File: src/rtl/memmap_pkg.sv
package memmap_pkg;
   // region slot numbers; the read mux and the selects index by these
   localparam int RG_ROM0  = 0;
   localparam int RG_ROM1  = 1;
   localparam int RG_VRAM  = 2;
   localparam int RG_XRAM  = 3;
   localparam int RG_WRAM0 = 4;
   localparam int RG_WRAM1 = 5;
   localparam int RG_OAM   = 6;
   localparam int RG_IO    = 7;
   localparam int RG_HRAM  = 8;
   localparam int RG_IE    = 9;
   localparam int NUM_RGN  = 10;

   // fine-grained boundaries inside the top 4 KiB page
   localparam logic [15:0] OAM_BASE  = 16'hFE00;
   localparam logic [15:0] IO_BASE   = 16'hFF00;
   localparam logic [15:0] HRAM_BASE = 16'hFF80;
   localparam logic [15:0] IE_ADDR   = 16'hFFFF;
endpackage

File: src/rtl/mm_region_decode.sv
module mm_region_decode
   import memmap_pkg::*;
(
   input  logic [15:0]        addr,
   output logic [NUM_RGN-1:0] hit
);
   always_comb begin
      hit = '0;
      case (addr[15:12])
         4'h0, 4'h1, 4'h2, 4'h3: hit[RG_ROM0]  = 1'b1;
         4'h4, 4'h5, 4'h6, 4'h7: hit[RG_ROM1]  = 1'b1;
         4'h8, 4'h9:             hit[RG_VRAM]  = 1'b1;
         4'hA, 4'hB:             hit[RG_XRAM]  = 1'b1;
         4'hC, 4'hE:             hit[RG_WRAM0] = 1'b1;
         4'hD:                   hit[RG_WRAM1] = 1'b1;
         default: begin
            if (addr < OAM_BASE)       hit[RG_WRAM1] = 1'b1;
            else if (addr < IO_BASE)   hit[RG_OAM]   = 1'b1;
            else if (addr < HRAM_BASE) hit[RG_IO]    = 1'b1;
            else if (addr != IE_ADDR)  hit[RG_HRAM]  = 1'b1;
            else                       hit[RG_IE]    = 1'b1;
         end
      endcase
   end
endmodule

File: src/rtl/mm_hram_store.sv
module mm_hram_store #(
   parameter int DW    = 8,
   parameter int DEPTH = 127,
   parameter int IW    = 7
) (
   input  logic          clk,
   input  logic          rst_n,
   input  logic          wr_en,
   input  logic [IW-1:0] idx,
   input  logic          ie_wr,
   input  logic [DW-1:0] wdata,
   output logic [DW-1:0] rd_q,
   output logic [DW-1:0] ie_q
);
   localparam logic [IW:0] DEPTH_V = (IW+1)'(DEPTH);

   logic [DW-1:0] mem [DEPTH];
   logic          in_range;

   assign in_range = ({1'b0, idx} < DEPTH_V);

   always_ff @(posedge clk) begin
      if (!rst_n) begin
         for (int i = 0; i < DEPTH; i++) mem[i] <= '0;
         ie_q <= '0;
      end else begin
         if (wr_en && in_range) mem[idx] <= wdata;
         if (ie_wr) ie_q <= wdata;
      end
   end

   assign rd_q = in_range ? mem[idx] : '0;
endmodule

File: src/rtl/mm_rdata_mux.sv
module mm_rdata_mux #(
   parameter int DW = 8,
   parameter int N  = 10
) (
   input  logic [N-1:0]         pick,
   input  logic [N-1:0][DW-1:0] src,
   output logic [DW-1:0]        q
);
   logic [N-1:0][DW-1:0] term;

   // AND-OR tree: pick is one-hot or zero, so no priority is needed
   for (genvar g = 0; g < N; g++) begin : g_term
      assign term[g] = src[g] & {DW{pick[g]}};
   end

   always_comb begin
      q = '0;
      for (int i = 0; i < N; i++) q = q | term[i];
   end
endmodule

File: src/rtl/mm_vram_notify.sv
module mm_vram_notify #(
   parameter int OW         = 13,
   parameter bit REGISTERED = 1'b1
) (
   input  logic          clk,
   input  logic          rst_n,
   input  logic          wr,
   input  logic [OW-1:0] offs,
   output logic          note,
   output logic [OW-1:0] note_offs
);
   if (REGISTERED) begin : g_reg
      always_ff @(posedge clk) begin
         if (!rst_n) begin
            note      <= 1'b0;
            note_offs <= '0;
         end else begin
            note      <= wr;
            note_offs <= offs;
         end
      end
   end else begin : g_comb
      assign note      = wr;
      assign note_offs = offs;
   end
endmodule

File: src/rtl/memmap_decoder.sv
module memmap_decoder
   import memmap_pkg::*;
#(
   parameter int  DATA_W     = 8,
   parameter int  HRAM_DEPTH = 127,
   parameter int  IO_SPAN    = 128,
   parameter bit  NOTIFY_REG = 1'b1,
   localparam int IO_OW      = $clog2(IO_SPAN)
) (
   input  logic              clk,
   input  logic              rst_n,
   input  logic              bus_req,
   input  logic              bus_we,
   input  logic [15:0]       bus_addr,
   input  logic [DATA_W-1:0] bus_wdata,
   output logic [DATA_W-1:0] bus_rdata,
   output logic              rom_lo_cs,
   output logic              rom_hi_cs,
   output logic [13:0]       rom_offs,
   input  logic [DATA_W-1:0] rom_lo_rdata,
   input  logic [DATA_W-1:0] rom_hi_rdata,
   output logic              bank_wr,
   output logic              vram_cs,
   output logic [12:0]       vram_offs,
   input  logic [DATA_W-1:0] vram_rdata,
   output logic              vram_note,
   output logic [12:0]       vram_note_offs,
   output logic              wram0_cs,
   output logic              wram1_cs,
   output logic [11:0]       wram_offs,
   input  logic [DATA_W-1:0] wram0_rdata,
   input  logic [DATA_W-1:0] wram1_rdata,
   output logic              io_cs,
   output logic [IO_OW-1:0]  io_offs,
   input  logic [DATA_W-1:0] io_rdata
);
   localparam int HRAM_IW = 7;

   initial begin
      assert (DATA_W >= 1) else $error("DATA_W must be positive");
      assert (HRAM_DEPTH >= 1 && HRAM_DEPTH <= 127)
         else $error("HRAM_DEPTH must lie in 1..127");
      assert (IO_SPAN >= 2 && IO_SPAN <= 128 && (IO_SPAN & (IO_SPAN - 1)) == 0)
         else $error("IO_SPAN must be a power of two up to 128");
   end

   logic [NUM_RGN-1:0]             hit;
   logic [NUM_RGN-1:0]             rd_pick;
   logic [NUM_RGN-1:0][DATA_W-1:0] src;
   logic                           rd, wr;
   logic [DATA_W-1:0]              hram_q, ie_q;

   mm_region_decode u_dec (.addr(bus_addr), .hit(hit));

   assign rd = bus_req & ~bus_we;
   assign wr = bus_req &  bus_we;

   assign rom_lo_cs = rd & hit[RG_ROM0];
   assign rom_hi_cs = rd & hit[RG_ROM1];
   assign bank_wr   = wr & (hit[RG_ROM0] | hit[RG_ROM1]);
   assign vram_cs   = bus_req & hit[RG_VRAM];
   assign wram0_cs  = bus_req & hit[RG_WRAM0];
   assign wram1_cs  = bus_req & hit[RG_WRAM1];
   assign io_cs     = bus_req & hit[RG_IO];

   assign rom_offs  = bus_addr[13:0];
   assign vram_offs = bus_addr[12:0];
   assign wram_offs = bus_addr[11:0];
   assign io_offs   = bus_addr[IO_OW-1:0];

   mm_hram_store #(.DW(DATA_W), .DEPTH(HRAM_DEPTH), .IW(HRAM_IW)) u_hram (
      .clk   (clk),
      .rst_n (rst_n),
      .wr_en (wr & hit[RG_HRAM]),
      .idx   (bus_addr[HRAM_IW-1:0]),
      .ie_wr (wr & hit[RG_IE]),
      .wdata (bus_wdata),
      .rd_q  (hram_q),
      .ie_q  (ie_q)
   );

   always_comb begin
      src           = '0;
      src[RG_ROM0]  = rom_lo_rdata;
      src[RG_ROM1]  = rom_hi_rdata;
      src[RG_VRAM]  = vram_rdata;
      src[RG_WRAM0] = wram0_rdata;
      src[RG_WRAM1] = wram1_rdata;
      src[RG_IO]    = io_rdata;
      src[RG_HRAM]  = hram_q;
      src[RG_IE]    = ie_q;
   end

   assign rd_pick = hit & {NUM_RGN{rd}};

   mm_rdata_mux #(.DW(DATA_W), .N(NUM_RGN)) u_mux (
      .pick (rd_pick),
      .src  (src),
      .q    (bus_rdata)
   );

   mm_vram_notify #(.OW(13), .REGISTERED(NOTIFY_REG)) u_note (
      .clk       (clk),
      .rst_n     (rst_n),
      .wr        (wr & hit[RG_VRAM]),
      .offs      (bus_addr[12:0]),
      .note      (vram_note),
      .note_offs (vram_note_offs)
   );
endmodule

File: config.mk
export PLATFORM = sky130hd
export DESIGN_NAME = memmap_decoder
export DESIGN_NICKNAME = d
export VERILOG_FILES = /design/src/rtl/memmap_pkg.sv /design/src/rtl/mm_region_decode.sv /design/src/rtl/mm_hram_store.sv /design/src/rtl/mm_rdata_mux.sv /design/src/rtl/mm_vram_notify.sv /design/src/rtl/memmap_decoder.sv
export SDC_FILE = /design/constraint.sdc
export NUM_CORES = 2
export LEC_CHECK = 0
export ABC_AREA = 0
export ABC_CLOCK_PERIOD_IN_PS = 2900
export BUFFER_PORTS_ARGS = -buffer_cell sky130_fd_sc_hd__buf_4
export CELL_PAD_IN_SITES_DETAIL_PLACEMENT = 0
export CELL_PAD_IN_SITES_GLOBAL_PLACEMENT = 1
export CORE_UTILIZATION = 25
export CTS_CLUSTER_SIZE = 25
export DETAILED_ROUTE_END_ITERATION = 8
export PLACE_DENSITY = 0.53
export SETUP_SLACK_MARGIN = 0.15
export SYNTH_ARGS = -nofsm -noshare
export SYNTH_HDL_FRONTEND = slang
export SYNTH_SLANG_ARGS = --single-unit
File: constraint.sdc
create_clock -name clk -period 2.9 [get_ports clk]
set_input_delay 0.29 -clock clk [delete_from_list [all_inputs] [get_ports clk]]
set_output_delay 0.29 -clock clk [all_outputs]
set_load 0.05 [all_outputs]
==> impl_metrics.tcl <==
set metrics [dict create \
    run_status "complete, but fails checks" \
    failed_checks "negative setup slack" \
    seq_power_share 0.494 \
    grt_setup_unrepaired "true" \
    avgRoutedWirePerCell_um 22.6 \
    multi_input_comb_area_um2 17000 \
    path_type_of_the_worst_min_delay_path "input port to flop" \
    path_class "flop to output pin" \
    p_leak_nw 24.0 \
    timing.final.crit_share 1.08 \
    min_period_ns 3.14 \
    timing.critical_path.slowest_stage_cell "sky130_fd_sc_hd__edfxtp_1" \
    crit-reg2reg-launch "u_hram.ie_q[2]" \
    clock_tree.buffer_depth 3 \
    layout.cell_area.non_filler_um2 61900 \
    io-pin-count 151 \
    flop_and_latch_count_out_of_synthesis 1046 \
    p_clk_frac 0.407 \
    max_cap_violations 0 \
    clkSlewWorstSetupHoldPaths_ns 0.06 \
    fillers 19500 \
    row_count 162 \
    route.vias.total 32200 \
    most-common-layout-cells "sky130_fd_sc_hd__edfxtp_1 (1024), sky130_fd_sc_hd__and2_1 (631), sky130_fd_sc_hd__buf_4 (589), sky130_fd_sc_hd__mux2i_1 (474), sky130_fd_sc_hd__and3_1 (404)" \
    place.gp.congestion 0.818 \
    final-seq-area_um2 31200 \
    startpoint_type "flop" \
    cells_taking_the_most_area_after_synthesis "sky130_fd_sc_hd__edfxtp_1 (62%), sky130_fd_sc_hd__mux2i_1 (10%), sky130_fd_sc_hd__and2_1 (8.0%)" \
    place_area_um2 57200 \
    worst_path_most_repeated_cell "sky130_fd_sc_hd__buf_4" \
    yosys_warnings 0 \
    die_area_um2 199000 \
    final_common_cell "sky130_fd_sc_hd__edfxtp_1" \
    timing.final.ws_setup_ns -0.241 \
    route.final.wire_length_mm 158 \
    timing.critical_path.slowest_cell_delay_ns 0.40 \
    worstPathCellList "mux2i_2 > o22ai_1 > o21ai_1 > buf_4 > a41oi_1 > buf_4 > nor4_4 > buf_4 > o21ai_2 > buf_6" \
    tritoncts "done" \
    grt_first_pass_wirelength_mm 230 \
    netSwitchingFraction 0.246 \
    p_int_mw 26.8 \
    clock-sinks 1046 \
    timing_worst_slew_pin_value_ns 1.30 \
    min-delay-start "bus_wdata[5]" \
    fin_nets 4343 \
    ant_nets 0 \
    synthCells 3836 \
    r2r.worst_path.cells 2 \
    setup_viol 8 \
    power.density_cell_area_nw_per_um2 573 \
    synthToLayoutAreaGrowth_pct 25.6 \
    buffer_ports.inserted 150 \
    pwr-share-comb 0.099 \
    synth_top_cell_area_share 0.624 \
    drc_errors 0 \
    ys_seq_area_frac 0.633 \
    min_to "u_hram.ie_q[5]" \
    arrival_ns 2.85 \
    synth_top_area_cell "sky130_fd_sc_hd__edfxtp_1" \
    timing.reg2reg.setup_slack_ns 2.26 \
    first_global_vias 33000 \
    place.detailed.hpwl_mm 103 \
    numCtsBuffers 119 \
    fin_worst_skew_ns 0 \
    cp.required_ns 2.61 \
    rr_endpoint "u_hram.ie_q[2]" \
    maximum_number_of_pins_on_one_net_before_global_route_repair 108 \
    core-area_um2 195000 \
    initial_utilization 0.252 \
    syn_area_per_cell_um2 12.8 \
    power.switching_mw 8.72 \
    drt_pass1_iterations 5 \
    hold_violations 0 \
    synth_cell_type_count 38 \
    grt_remaining_overflow 0 \
    dieHeight_um 446 \
    endpoint_kind "output pin" \
    path_max_fanout 1 \
    vdd_drop_max_mv 0.460 \
    setup_tns_ns -1.32 \
    number_of_cells_traversed_by_the_worst_hold_path 3 \
    die_w_um 446 \
    drv_slew 0 \
    highest_clock_frequency_the_design_can_meet_mhz 318 \
    number_of_antenna_violations_at_the_first_check_in_global_routing 2 \
    cts-root-buf "sky130_fd_sc_hd__clkbuf_16" \
    cts-htree-levels 3 \
    drive_gt1_frac 0.229 \
    dr.first_iter.drc_count 2516 \
    maxSlewHeadroom 0.124 \
    postCtsSetupRepairBufs 0 \
    clock_insertion_delay_worst_skew_ns 0.73 \
    ratio_of_routed_vias_to_standard_cells 4.60 \
    syn-cell-area_um2 49300 \
    grt_util_all_layers 0.156 \
]
power by group through the flow:
| stage | Combinational [mW] | Sequential, mW | Clock [mW] |
|---|---|---|---|
| 2_1_floorplan | 1.65 | 17.8 | 0 |
| 3_3_place_gp | 3.35 | 17.8 | 0 |
| 3_5_place_dp | 3.35 | 17.8 | 0 |
| 4_1_cts | 3.48 | 17.5 | 14.8 |
| 5_1_grt | 3.70 | 17.6 | 15.4 |
| 6_report | 3.50 | 17.5 | 14.5 |
registers in the layout, indices dropped and copies added (netlist names):
name,flops
u_hram.mem,1024
u_note.note_offs,13
u_hram.ie_q,8
u_note.note,1
synthesized netlist by cell type, drive strengths merged:
cell	count
mux2i	513
a21oi	1
nor2b	6
nand4	3
a221o	7
and4	2
a221oi	8
a21boi	8
nand2b	18
dfxtp	22
edfxtp	1024
nand2	102
and2	631
nand3	10
buf	141
a22o	15
or2	2
nor2	93
nor3b	2
nor3	19
a41oi	32
or3	2
o22ai	256
and3	404
conb	1
clkbuf	279
o21ai	225
or3b	1
a31oi	1
nor4	8
logic make-up (layout without fill, tap and decap cells):
| kind of cell | count (synthesis) | in the layout | share of synthesized area |
|---|---|---|---|
| and+or+nand+nor | 1303 | 1303 | 0.156 |
| buffers and inverters | 420 | 941 | 0.0385 |
| AOI/OAI and AO/OA | 553 | 553 | 0.0680 |
| DFF | 1046 | 1046 | 0.633 |
| other | 1 | 12 | 0.0000761 |
| muxes | 513 | 513 | 0.104 |
final cells by class:
| cell class | count | share of cell area |
|---|---|---|
| Antenna cell | 4 | 0.000162 |
| Clock buffer | 155 | 0.0521 |
| Clock inverter | 63 | 0.00758 |
| Multi-Input combinational cell | 2377 | 0.275 |
| Sequential cell | 1046 | 0.504 |
| Tap cell | 2624 | 0.0531 |
| Timing Repair Buffer | 723 | 0.108 |
critical path, delay by kind of cell (launching register included):
family	cells	cell delay, ns
flops	1	0.40
mux	1	0.26
buf+inv	4	0.70
simple gates	1	0.34
compound gates	4	0.42
how the worst max path moves through the flow:
stage / start / slack [ns] / cells past startpoint / end
2_1_floorplan: bus_addr[1] / -0.05 / 9 / bus_rdata[0]
3_3_place_gp: bus_addr[0] / -0.96 / 13 / bus_rdata[3]
3_5_place_dp: bus_addr[0] / -0.95 / 13 / bus_rdata[3]
4_1_cts: u_hram.mem[71][3] / -0.41 / 10 / bus_rdata[3]
5_1_grt: u_hram.mem[31][3] / -0.37 / 10 / bus_rdata[3]
6_report: u_hram.mem[30][3] / -0.24 / 10 / bus_rdata[3]
per-layer routing:
metal  track usage  share of wire  vias to the layer above
li1              -              -                    15100
met1         0.214           0.46                    16300
met2         0.261           0.48                      607
met3        0.0175          0.036                      180
met4        0.0433          0.023                        0
met5             0              0                        -
timing repair:
item	CTS	global route
gates cloned	0	1
gates resized for setup	156	69
hold buffers	15	0
endpoints found under the hold margin	14	0
pin swaps	37	27
setup endpoints to repair	8	8
stage by stage:
step | hold slack, ns | cells | worst slack, ns | power (mW) | util
after global routing | 0.0329 | 6988 | -0.370 | 36.7 | 0.317
after floorplan | 0.389 | 3843 | -0.0501 | 19.4 | -
after global placement | 0.460 | 6754 | -0.960 | 21.2 | 0.293
after CTS | 0.000591 | 6987 | -0.406 | 35.9 | 0.315
after detailed placement | 0.463 | 6754 | -0.955 | 21.2 | 0.293
final | 0.0454 | 6992 | -0.241 | 35.5 | 0.317
Power figures use the tool's default switching activity.
